File: src/rtl/sio_regport_pkg.sv
package sio_regport_pkg;
    localparam int unsigned BUS_W          = 8;
    // command field of location 0 and the code that selects the upper bank
    localparam int unsigned CMD_LSB        = 3;
    localparam int unsigned CMD_W          = 3;
    localparam logic [2:0]  CMD_POINT_HIGH = 3'b001;
    // control bits inside stored locations
    localparam int unsigned ENH_BIT        = 0;
    localparam int unsigned RMAP_BIT       = 6;
    // read locations that are served from stored write locations
    localparam int unsigned RB_LOC_A       = 9;
    localparam int unsigned RB_SRC_A       = 3;
    localparam int unsigned RB_LOC_B       = 11;
    localparam int unsigned RB_SRC_B       = 10;
    localparam int unsigned RB_LOC_ALT     = 14;

    typedef struct packed {
        logic             vld;
        logic             rd;
        logic             ch;
        logic             dc;
        logic [BUS_W-1:0] data;
    } bus_acc_t;
endpackage

File: src/rtl/sio_sync.sv
module sio_sync #(
    parameter int unsigned W    = 1,
    parameter logic [W-1:0] INIT = '1
) (
    input  logic         clk,
    input  logic         rst_n,
    input  logic [W-1:0] d,
    output logic [W-1:0] q
);
    typedef struct packed {
        logic [W-1:0] s1;
        logic [W-1:0] s2;
    } sync_t;

    sync_t cur_q, nxt_d;

    always_comb begin
        nxt_d    = cur_q;
        nxt_d.s1 = d;
        nxt_d.s2 = cur_q.s1;
    end

    always_ff @(posedge clk or negedge rst_n) begin
        if (!rst_n) begin
            cur_q.s1 <= INIT;
            cur_q.s2 <= INIT;
        end else begin
            cur_q <= nxt_d;
        end
    end

    assign q = cur_q.s2;
endmodule

File: src/rtl/sio_strobe_ctl.sv
module sio_strobe_ctl
    import sio_regport_pkg::*;
#(
    parameter int unsigned REC_CYC  = 3,
    parameter int unsigned RST_HOLD = 4
) (
    input  logic             clk,
    input  logic             rst_n,
    input  logic             cs_s,
    input  logic             rd_s,
    input  logic             wr_s,
    input  logic             ch,
    input  logic             dc,
    input  logic [BUS_W-1:0] din,
    output bus_acc_t         acc,
    output logic             hw_rst
);
    localparam int unsigned RW = $clog2(REC_CYC + 1);
    localparam int unsigned HW = $clog2(RST_HOLD + 1);

    typedef struct packed {
        logic          rd_prev;
        logic          wr_prev;
        logic [RW-1:0] rec;
        logic [HW-1:0] hold;
        logic          act;
        bus_acc_t      acc;
    } ctl_t;

    ctl_t cur_q, nxt_d;
    logic both_low, rd_fall, wr_fall, busy, take;

    always_comb begin
        nxt_d    = cur_q;
        both_low = !rd_s && !wr_s;
        rd_fall  = cur_q.rd_prev && !rd_s;
        wr_fall  = cur_q.wr_prev && !wr_s;
        busy     = cur_q.act || both_low || (cur_q.rec != '0);
        take     = !busy && !cs_s && (rd_fall || wr_fall);

        nxt_d.rd_prev  = rd_s;
        nxt_d.wr_prev  = wr_s;
        nxt_d.acc.vld  = take;
        nxt_d.acc.rd   = rd_fall;
        nxt_d.acc.ch   = ch;
        nxt_d.acc.dc   = dc;
        nxt_d.acc.data = din;

        if (take)                 nxt_d.rec = RW'(REC_CYC);
        else if (cur_q.rec != '0) nxt_d.rec = cur_q.rec - 1'b1;

        if (both_low)              nxt_d.hold = HW'(RST_HOLD);
        else if (cur_q.hold != '0) nxt_d.hold = cur_q.hold - 1'b1;
        nxt_d.act = both_low || (cur_q.hold != '0);
        if (cur_q.act) nxt_d.rec = '0;
    end

    always_ff @(posedge clk or negedge rst_n) begin
        if (!rst_n) begin
            cur_q         <= '0;
            cur_q.rd_prev <= 1'b1;
            cur_q.wr_prev <= 1'b1;
        end else begin
            cur_q <= nxt_d;
        end
    end

    assign acc    = cur_q.acc;
    assign hw_rst = cur_q.act;
endmodule

File: src/rtl/sio_regfile.sv
module sio_regfile
    import sio_regport_pkg::*;
#(
    parameter int unsigned NREG = 16,
    localparam int unsigned AW  = $clog2(NREG)
) (
    input  logic             clk,
    input  logic             rst_n,
    input  logic             clr,
    input  bus_acc_t         acc,
    input  logic [BUS_W-1:0] rp_data,
    output logic             wp_stb,
    output logic             wp_chan,
    output logic             wp_alt,
    output logic [AW-1:0]    wp_addr,
    output logic [BUS_W-1:0] wp_data,
    output logic             rp_stb,
    output logic             rp_chan,
    output logic [AW-1:0]    rp_addr,
    output logic [BUS_W-1:0] dout,
    output logic [AW-1:0]    ptr
);
    localparam logic [AW-1:0] L_DATA = AW'(NREG / 2);
    localparam logic [AW-1:0] L_ALT  = AW'(NREG / 2 - 1);
    localparam logic [AW-1:0] L_ENH  = AW'(NREG - 1);
    localparam logic [AW-1:0] L_RBA  = AW'(RB_LOC_A);
    localparam logic [AW-1:0] L_RBB  = AW'(RB_LOC_B);
    localparam logic [AW-1:0] L_RBT  = AW'(RB_LOC_ALT);
    localparam logic [AW-1:0] L_SRA  = AW'(RB_SRC_A);
    localparam logic [AW-1:0] L_SRB  = AW'(RB_SRC_B);

    typedef struct packed {
        logic [AW-1:0]                       ptr;
        logic [1:0][NREG-1:0][BUS_W-1:0]     wreg;
        logic [1:0][BUS_W-1:0]               alt;
        logic [BUS_W-1:0]                    dout;
    } rf_t;

    rf_t cur_q, nxt_d;
    logic [AW-1:0] tgt;
    logic          enh, rmap;

    always_comb begin
        nxt_d   = cur_q;
        tgt     = acc.dc ? L_DATA : cur_q.ptr;
        enh     = cur_q.wreg[acc.ch][L_ENH][ENH_BIT];
        rmap    = cur_q.alt[acc.ch][RMAP_BIT];
        wp_stb  = 1'b0;
        wp_alt  = 1'b0;
        wp_chan = acc.ch;
        wp_addr = tgt;
        wp_data = acc.data;
        rp_stb  = 1'b0;
        rp_chan = acc.ch;
        rp_addr = tgt;

        if (acc.vld && !acc.rd) begin
            wp_stb = 1'b1;
            if (!acc.dc && tgt == '0)
                nxt_d.ptr = {acc.data[CMD_LSB +: CMD_W] == CMD_POINT_HIGH,
                             acc.data[AW-2:0]};
            else if (!acc.dc)
                nxt_d.ptr = '0;
            if (tgt == L_ALT && enh) begin
                wp_alt               = 1'b1;
                nxt_d.alt[acc.ch]    = acc.data;
            end else begin
                nxt_d.wreg[acc.ch][tgt] = acc.data;
            end
        end else if (acc.vld && acc.rd) begin
            if (!acc.dc) nxt_d.ptr = '0;
            if (rmap && tgt == L_RBA)
                nxt_d.dout = cur_q.wreg[acc.ch][L_SRA];
            else if (rmap && tgt == L_RBB)
                nxt_d.dout = cur_q.wreg[acc.ch][L_SRB];
            else if (rmap && tgt == L_RBT)
                nxt_d.dout = cur_q.alt[acc.ch];
            else begin
                rp_stb     = 1'b1;
                nxt_d.dout = rp_data;
            end
        end

        if (clr) nxt_d = '0;
    end

    always_ff @(posedge clk or negedge rst_n) begin
        if (!rst_n) cur_q <= '0;
        else        cur_q <= nxt_d;
    end

    assign dout = cur_q.dout;
    assign ptr  = cur_q.ptr;
endmodule

File: src/rtl/sio_regport.sv
module sio_regport
    import sio_regport_pkg::*;
#(
    parameter int unsigned NREG     = 16,
    parameter int unsigned REC_CYC  = 3,
    parameter int unsigned RST_HOLD = 4,
    localparam int unsigned AW      = $clog2(NREG)
) (
    input  logic             clk,
    input  logic             rst_n,
    input  logic             cs_n,
    input  logic             rd_n,
    input  logic             wr_n,
    input  logic             ch_sel,
    input  logic             dc_sel,
    input  logic [BUS_W-1:0] din,
    output logic [BUS_W-1:0] dout,
    output logic             hw_rst,
    output logic             wp_stb,
    output logic             wp_chan,
    output logic             wp_alt,
    output logic [AW-1:0]    wp_addr,
    output logic [BUS_W-1:0] wp_data,
    output logic             rp_stb,
    output logic             rp_chan,
    output logic [AW-1:0]    rp_addr,
    input  logic [BUS_W-1:0] rp_data
);
    logic [2:0]    strb_s;
    bus_acc_t      acc;
    logic          acc_vld, acc_dc;
    logic [AW-1:0] ptr_cur;

    sio_sync #(.W(3), .INIT(3'b111)) u_sync (
        .clk   (clk),
        .rst_n (rst_n),
        .d     ({cs_n, rd_n, wr_n}),
        .q     (strb_s)
    );

    sio_strobe_ctl #(.REC_CYC(REC_CYC), .RST_HOLD(RST_HOLD)) u_ctl (
        .clk    (clk),
        .rst_n  (rst_n),
        .cs_s   (strb_s[2]),
        .rd_s   (strb_s[1]),
        .wr_s   (strb_s[0]),
        .ch     (ch_sel),
        .dc     (dc_sel),
        .din    (din),
        .acc    (acc),
        .hw_rst (hw_rst)
    );

    sio_regfile #(.NREG(NREG)) u_rf (
        .clk     (clk),
        .rst_n   (rst_n),
        .clr     (hw_rst),
        .acc     (acc),
        .rp_data (rp_data),
        .wp_stb  (wp_stb),
        .wp_chan (wp_chan),
        .wp_alt  (wp_alt),
        .wp_addr (wp_addr),
        .wp_data (wp_data),
        .rp_stb  (rp_stb),
        .rp_chan (rp_chan),
        .rp_addr (rp_addr),
        .dout    (dout),
        .ptr     (ptr_cur)
    );

    assign acc_vld = acc.vld;
    assign acc_dc  = acc.dc;
endmodule

File: config.mk
export PLATFORM = sky130hd
export DESIGN_NAME = sio_regport
export DESIGN_NICKNAME = d
export VERILOG_FILES = /design/src/rtl/sio_regport_pkg.sv /design/src/rtl/sio_sync.sv /design/src/rtl/sio_strobe_ctl.sv /design/src/rtl/sio_regfile.sv /design/src/rtl/sio_regport.sv
export SDC_FILE = /design/constraint.sdc
export NUM_CORES = 1
export LEC_CHECK = 0
export CORE_ASPECT_RATIO = 0.8
export CORE_MARGIN = 2
export CORE_UTILIZATION = 35
export DETAILED_ROUTE_END_ITERATION = 10
export PLACE_DENSITY = 0.59
export RECOVER_POWER = 100
export SETUP_SLACK_MARGIN = 0.4
export SYNTH_ARGS = -nofsm -noshare
export SYNTH_HDL_FRONTEND = slang
export SYNTH_SLANG_ARGS = --single-unit
File: constraint.sdc
create_clock -name clk -period 3.1 [get_ports clk]
set_input_delay 0.775 -clock clk [delete_from_list [all_inputs] [get_ports clk]]
set_output_delay 0.775 -clock clk [all_outputs]
set_load 0.02 [all_outputs]
# Yosys cells after proc, flatten, opt, wreduce, memory -nomap -nowiden
# Index checks and enable logic that the tools add are counted.
# totals
ff_bits,310
in_bits,23
out_inout_bits,30
word_cells,136
# classes
n_addsub,2
n_lt_le_gt_ge,4
n_eq_ne,7
n_mux,39
reduce_logical,36
# op_table
cell,n
$mux W284,1
$mux W272,1
$bwmux W256,1
$mux W256,1
$mux W121,2
$demux W128 S1,1
$mux W128,1
$mux W8,9
$demux W8 S4,1
$mux W4,5
$bwmux W16,1
$mux W16,1
$logic_and A1 B1 Y1,14
$eq A4 B4 Y1 const B,3
$reduce_bool A2 Y1,5
$reduce_bool A3 Y1,3
$demux W8 S1,1
$mux W1,8
$logic_not A1 Y1,6
$mux W2,3
$mux W3,2
$reduce_and A2 Y1,3
$lt A4 B5 Y1 const B,1
$eq A4 B3 Y1 const B,1
other kinds (9),13

# Depth between registers and ports, before layout
# Gate-level depths: netlist (run 1).
# depth
depth_word,11
ltp_mapped,7

# By module
# A second synthesis (run 1) with hierarchy kept.
# unflattened
cells_unflattened,414
area_unflattened_um2,4531.8
# by_module_without_submodules
module,instances,cells_per_inst,area_each_um2,seq_area_each_um2
sio_regfile,1,346,3568.4,1551.5
sio_strobe_ctl,1,59,783.3,503.0
sio_sync,1,9,180.2,157.7

# Worst setup path after synthesis (run 1)
# OpenSTA, ideal clock, no wires.
# synth_path
kind,flip-flop to output port
start,reg u_ctl.cur_q (netlist bit u_ctl.acc[9])
end,out rp_stb
arrival_ps,1809
path_slack_ps,516
stages_incl_launch_ff,6
n_path_buf,2
cell_sequence,dfrtp_1 > buf_2 > mux2_4 > and4_1 > buf_2 > nor3_1
# synth_via
elab_chain_len,8
# synth_lines
element,line_no,rtl
from (decl),sio_strobe_ctl.sv:30,"ctl_t cur_q, nxt_d;"
from (signal assigned),sio_strobe_ctl.sv:64,cur_q <= nxt_d;
$mux W8 (implied by the code) (*) (2 in series),sio_regfile.sv:47,rmap = cur_q.alt[acc.ch][RMAP_BIT];
$logic_and A1 B1 Y1,sio_regfile.sv:76,else if (rmap && tgt == L_RBT)
$mux W1,sio_regfile.sv:76,
$mux W1,sio_regfile.sv:74,else if (rmap && tgt == L_RBB)
$mux W1 (*),sio_regfile.sv:72,if (rmap && tgt == L_RBA)
$mux W1 (*),sio_regfile.sv:70,end else if (acc.vld && acc.rd) begin
$mux W1 (*),sio_regfile.sv:57,if (acc.vld && !acc.rd) begin
to (decl),sio_regport.sv:24,"output logic rp_stb,"
# Mark *: on every way between the ends. The rest lies on a longest branch, timed or not. The select of a mux whose other input is x is not followed.

# Worst setup path in the final report (run 1)
# Same ends and word-level chain as after synthesis.

==> run_results.csv, run 1 <==
group,metric,value,unit
clocking,clk_latency,340,ps
global_routing,grt_pass1_vias,2854,
placed_design,port_buffers,52,
setup_path,critPathMaxStageDelay,570,ps
timing,fin_tns_setup,0,ps
die,start_util,36.35,%
timing,hold_viol_final,0,
timing,slew_headroom,-37.77,%
cells_and_area,final_common_cell,"dfrtp_1",
clocking,htreeDepth,3,
routing,antenna_left,0,
global_routing,grt_util_all_layers,16.80,%
worst_hold_path,min_from,"u_sync.cur_q[5]",
timing,final.setup_skew,7.683,ps
cells_and_area,design_area,5035,sq um
timing,post-route-period-util,89.84,%
worst_hold_path,hp-class,"register to register",
run_status,status,"finished with violations",
pwr,ir_worst_vdd,0.0003619,V
setup_path,r2r_setup_slack,600,ps
synthesis,synth_cells,390,
global_routing,antenna_found_initial,0,
pwr,pwr-share-seq,45.7,%
cells_and_area,drive_gt1_share,13.88,%
cells_and_area,mostFrequentLayoutCells,"79 x dfrtp_1, 49 x nand2_1, 40 x dlygate4sd3_1",
setup_path,path_max_fanout,19,
pwr,p_comb_share,12.9,%
pwr,internal-power,1970,uW
synthesis,ys.flop_type,"dfrtp_1",
routing,drc,0,
global_routing,overflow,0,
setup_path,worstRegToRegCells,3,
clocking,cts.path.max_buffers,2,
die,chipHeight,102.6,um
synthesis,seq_area_frac_synth,52.05,%
cells_and_area,num_antenna_cells,0,
setup_path,cp.required,2320,ps
timing,fin_ws,315.0,ps
synthesis,yosysTopAreaCell,"dfrtp_1",
setup_path,setup.worst_path.start_class,"register",
setup_path,critPathArrivalTime,2010,ps
routing,wl_per_cell,17.93,um
synthesis,syn_area,4250,sq um
synthesis,async_flop_share,100.0,%
routing,drt_iter0_drc,247,
global_routing,grt_max_degree,83,
clocking,cts_tree,"yes",
run_status,violations,"capacitance limit, slew limit",
synthesis,yosysWarnings,0,
pwr,leakagePower,0.002247,uW
synthesis,ys_ff_latch,88,
timing,setup_viol,0,
die,die-area,13050,sq um
setup_path,reg2reg_from,"u_ctl.hw_rst",
placed_design,dp_slack,476.7,ps
clocking,cts.sinks,88,
pwr,switching_share,26.62,%
setup_path,endpoint_kind,"primary output",
run,max_cap_viol_count,2,
worst_hold_path,min_delay_worst_endpoint,"u_sync.q[2]",
synthesis,synth_top_area_share,47.10,%
timing,maxSlewViolCount,115,
clocking,cts_root_buffer,"clkbuf_16",
synthesis,syn_area_per_cell,10.90,sq um
cells_and_area,finalNetCount,446,
die,die_w,127.2,um
global_routing,grt_pass1_wl,16330,um
timing,whs,355.1,ps
placed_design,dpl.hpwl,7046,um
clocking,path_clk_slew,60,ps
setup_path,crit_start,"u_ctl.acc[9]",
cells_and_area,final_util,43.06,%
pwr,clockPowerShare,41.4,%
die,design.core.area,11690,sq um
routing,first_pass_iters,4,
routing,wl_met3,802,um
worst_hold_path,hold_depth,0,
setup_path,cp_slowest_cell,"mux2_1",
synthesis,synth_enable_flop_cells,0,
pwr,switchingPower,714.8,uW
pwr,pwr_density_cell,533.3,nW/um^2
setup_path,crit_chain,"mux2_1, and4_1, nor3_1, clkbuf_2",
routing,wl_met2,4235,um
cells_and_area,syn2layout_area_growth,18.46,%
timing,grt_setup_unrepaired,"no",
routing,wl_met1,5156,um
timing,fmax,359.1,MHz
synthesis,synth_nets,416,
clocking,cts_inserted_buffers,9,
setup_path,r2r_end,"u_rf.cur_q[233]",
placed_design,place_area,4748,sq um
setup_path,cp_top_family,"multiplexers",
routing,vias_per_cell,5.202,
setup_path,crit_type,"register to primary output",
setup_path,crit_buf_inv,1,
synthesis,synthDistinctLibCells,51,
routing,top_layer_used,"met4",
routing,vias,2981,
synthesis,yosys-top-cells-area,"dfrtp_1 47%, mux2i_1 8.2%, dfstp_2 4.9%",
placed_design,gp_congestion,0.8912,
timing,final.min_clock_period,2785,ps
timing,max_slew.worst_pin.slew,2067,ps
routing,drt-total-wl,10270,um
die,std_cell_rows,35,
die,ioPinCount,53,
==> sequential cells by signal (all words and copies together), names as in the netlist <==
name,count
u_sync.cur_q,3
u_rf.ptr,4
u_rf.dout,8
u_rf.cur_q,50
u_ctl.acc,12
u_sync.q,3
u_ctl.hw_rst,1
u_ctl.cur_q,7
==> layer usage <==
layer  up-vias  global-route usage, %
met4         0                  3.888
met3         7                  5.553
met2       111                  22.83
li1       1420                      -
met5         -                      0
met1      1443                  25.75
==> stage by stage <==
stage,std cells,power (uW)
2_1_floorplan,390,1477
3_3_place_gp,555,1613
3_5_place_dp,555,1619
4_1_cts,571,2740
5_1_grt,573,2813
6_report,573,2685
==> worst max path at each step <==
stage | endpoint | slack (ps) | cells after the start
floorplan | rp_stb | 520 | 5
global placement | rp_stb | 490 | 4
detailed placement | wp_alt | 480 | 4
CTS | wp_alt | 180 | 4
global route | rp_stb | 260 | 4
finish | rp_stb | 320 | 4
==> cell usage after synthesis (2+ instances only) <==
cell	number
buf_1	2
nor3_4	2
nor2_1	26
and3b_1	4
a21oi_1	4
clkbuf_1	6
o21ai_0	27
dfstp_2	8
a21oi_2	2
a41oi_2	2
nor3_1	4
inv_1	8
buf_2	11
dfrtp_1	80
nor4_1	2
nand4_1	7
ha_1	3
nand2_1	49
or2_2	2
a31o_2	7
o21ai_1	6
o211ai_1	3
and3_1	5
a22o_1	19
a32oi_1	7
buf_4	25
mux2_2	7
mux2i_1	35
nor2b_1	5
==> power groups by stage <==
stage | sequential (uW) | clock (uW) | combinational [uW]
floorplan | 1250 | 0 | 231
global placement | 1250 | 0 | 363
detailed placement | 1250 | 0 | 369
CTS | 1230 | 1140 | 370
global route | 1230 | 1190 | 387
finish | 1230 | 1110 | 347
==> cell type report <==
| class | count | area [sq um] |
|---|---|---|
| Tap cell | 148 | 185.2 |
| Clock inverter | 4 | 53.80 |
| Fill cell | 1097 | 6658 |
| Timing Repair Buffer | 63 | 576.8 |
| Inverter | 9 | 33.78 |
| Sequential cell | 88 | 2213 |
| Clock buffer | 12 | 256.5 |
| Multi-Input combinational cell | 249 | 1715 |
==> timing repair <==
item | CTS | global route
hold endpoints to repair | 0 | 0
gates resized for setup | 3 | 9
setup endpoints to repair | 4 | 3
pin swaps | 0 | 1
hold buffers | 0 | 0
buffers inserted | 0 | 2
==> kinds of logic (layout without fill, tap and decap cells) <==
kind of cell	after synthesis	after routing	synth area share, %
simple gates	118	118	14.98
flops	88	88	52.05
compound gates	83	83	14.01
buf+inv	53	88	7.212
mux	43	43	10.45
fa+ha+maj	3	3	0.8832
xor+xnor	2	2	0.4122
No activity file was read; power rests on OpenSTA's default activity.
==> run 2: changes to the inputs <==
--- a/config.mk
+++ b/config.mk
@@ -8,6 +8,7 @@
 export CORE_ASPECT_RATIO = 0.8
 export CORE_MARGIN = 2
 export CORE_UTILIZATION = 35
+export CTS_CLUSTER_SIZE = 10
 export DETAILED_ROUTE_END_ITERATION = 10
 export PLACE_DENSITY = 0.59
 export RECOVER_POWER = 100
==> results of run 2 <==
No change in the layout: final DEF, timing and power equal those of run 1.
==> run 3: changes to the inputs <==
--- a/config.mk
+++ b/config.mk
@@ -10,6 +10,8 @@
 export CORE_UTILIZATION = 35
 export CTS_CLUSTER_SIZE = 10
 export DETAILED_ROUTE_END_ITERATION = 10
+export GPL_TIMING_DRIVEN = 0
+export MAX_ROUTING_LAYER = met4
 export PLACE_DENSITY = 0.59
 export RECOVER_POWER = 100
 export SETUP_SLACK_MARGIN = 0.4
==> run_results.csv, run 3 (synthesis results as in run 1) <==
group,metric,value,unit
timing,post-route-period-util,90.84,%
setup_path,cp_slowest_cell,"dlygate4sd3_1",
setup_path,critPathMaxStageDelay,650,ps
pwr,pwr_density_cell,513.2,nW/um^2
global_routing,grt_use_met3,6.383,%
die,std_cell_rows,35,
placed_design,gp_congestion,0.8614,
routing,wl_per_cell,17.29,um
setup_path,crit_type,"register to primary output",
setup_path,setup.worst_path.start_class,"register",
clocking,cts_inserted_buffers,9,
pwr,leakagePower,0.002391,uW
timing,setup_viol,0,
die,design.core.area,11690,sq um
clocking,hold_buffers,0,
routing,drt_iter0_drc,218,
clocking,cts.sinks,88,
global_routing,antenna_found_initial,0,
routing,drc,0,
timing,fmax,355.1,MHz
timing,grt_setup_unrepaired,"yes",
cells_and_area,final_cells,611,
setup_path,cp.required,2320,ps
cells_and_area,largest_reg_flops,50,
cells_and_area,largest-register,"u_rf.cur_q",
global_routing,grt_util_all_layers,17.59,%
global_routing,busiest_layer,"met2",
timing,slew_headroom,-33.91,%
clocking,cts_root_buffer,"clkbuf_16",
global_routing,grt_pass1_vias,3086,
run_status,status,"finished with violations",
die,die_w,127.2,um
setup_path,r2r_setup_slack,350,ps
global_routing,gr-usage-met2,24.77,%
timing,hold_viol_final,0,
cells_and_area,mostFrequentLayoutCells,"79 x dfrtp_1, 49 x nand2_1, 37 x dlygate4sd3_1",
clocking,cts.path.max_buffers,2,
global_routing,overflow,0,
routing,vias_per_cell,5.144,
placed_design,dpl.hpwl,7375,um
timing,fin_tns_setup,0,ps
global_routing,grtUsageMet1,24.12,%
setup_path,critPathArrivalTime,2040,ps
die,ioPinCount,53,
pwr,ir_worst_vdd,0.0003296,V
worst_hold_path,hp-class,"register to register",
placed_design,port_buffers,52,
run,max_cap_viol_count,1,
die,die-area,13050,sq um
cells_and_area,finalNetCount,484,
cells_and_area,num_antenna_cells,0,
global_routing,grt_max_degree,47,
clocking,cts_tree,"yes",
timing,final.setup_skew,6.230,ps
timing,maxSlewViolCount,9,
routing,antenna_left,0,
routing,drt-total-wl,10560,um
timing,final.min_clock_period,2816,ps
timing,max_slew.worst_pin.slew,1990,ps
run_status,violations,"capacitance limit, slew limit",
cells_and_area,final_common_cell,"dfrtp_1",
routing,first_pass_iters,4,
setup_path,path_max_fanout,10,
cells_and_area,syn2layout_area_growth,23.17,%
setup_path,endpoint_kind,"primary output",
clocking,htreeDepth,3,
routing,vias,3143,
clocking,clk_latency,340,ps
die,chipHeight,102.6,um
setup_path,crit_chain,"clkbuf_1, or2_2, dlygate4sd3_1",
die,start_util,36.35,%
cells_and_area,drive_gt1_share,18.36,%
clocking,path_clk_slew,60,ps
global_routing,grt_pass1_wl,16660,um
cells_and_area,num-fill-cells,1099,
placed_design,place_inst,591,
==> run 3: final timing paths <==
path | startpoint | end | cells past startpoint
worst max-delay path | u_ctl.acc[8] | rp_addr[3] | 3
worst min-delay path | u_sync.cur_q[5] | u_sync.q[2] | 0
worst max register to register | u_ctl.acc[10] | u_rf.cur_q[9] | 4
worst min register to register | u_sync.cur_q[5] | u_sync.q[2] | 0
max in group asynchronous | rst_n | u_rf.cur_q[19] | 2
min in group asynchronous | rst_n | u_ctl.acc[2] | 1
==> run 3: timing repair <==
item                                    4_1_cts  5_1_grt
resized for setup                            12       15
pin swaps                                     0        1
endpoints found under the setup margin        7        8
setup buffers                                 2        2
==> run 3: power by group <==
part,internal [uW],total (uW),switching [uW]
Sequential,1190,1230,40.5
Clock,648,1090,440
Combinational,122,367,245
Total,1960,2690,726
==> run 3: final cells by class <==
cell class / count / area (sq um) / share of cell area (%)
multi-input combinational: 249 / 1698 / 32.43
sequential: 88 / 2213 / 42.28
inverter: 9 / 33.78 / 0.6453
tap: 148 / 185.2 / 3.537
buffer: 44 / 285.3 / 5.449
clock inverter: 4 / 53.80 / 1.028
clock buffer: 12 / 246.5 / 4.708
timing repair buffer: 57 / 519.2 / 9.919
==> run 3: layer usage <==
layer  wire length [um]  vias up  share of wire, %
met5                  0        -                 0
met4                169        0               1.6
met3                808       15               7.7
met2               4456       99                42
met1               5127     1523                49
li1                   -     1506                 -
==> run 3: critical path, delay by kind of cell, from the launching register on <==
family,cells,cell delay [ps]
buffers and inverters,2,910
AND/OR/NAND/NOR,1,360
flip-flops,1,440
==> run 3: per-stage QoR <==
| step | total power [uW] | cell area, sq um | setup slack [ps] | hold WS, ps | utilization, % |
|---|---|---|---|---|---|
| 6_report | 2687 | 5235 | 283.9 | 355.8 | 44.77 |
| 3_5_place_dp | 1645 | 4981 | 188.0 | 346.9 | 42.60 |
| 2_1_floorplan | 1477 | 4250 | 516.3 | 345.2 | - |
| 3_3_place_gp | 1635 | 4956 | -1882 | 345.5 | 42.39 |
| 4_1_cts | 2736 | 5300 | 357.3 | 356.4 | 45.33 |
| 5_1_grt | 2817 | 5235 | 177.3 | 359.4 | 44.77 |
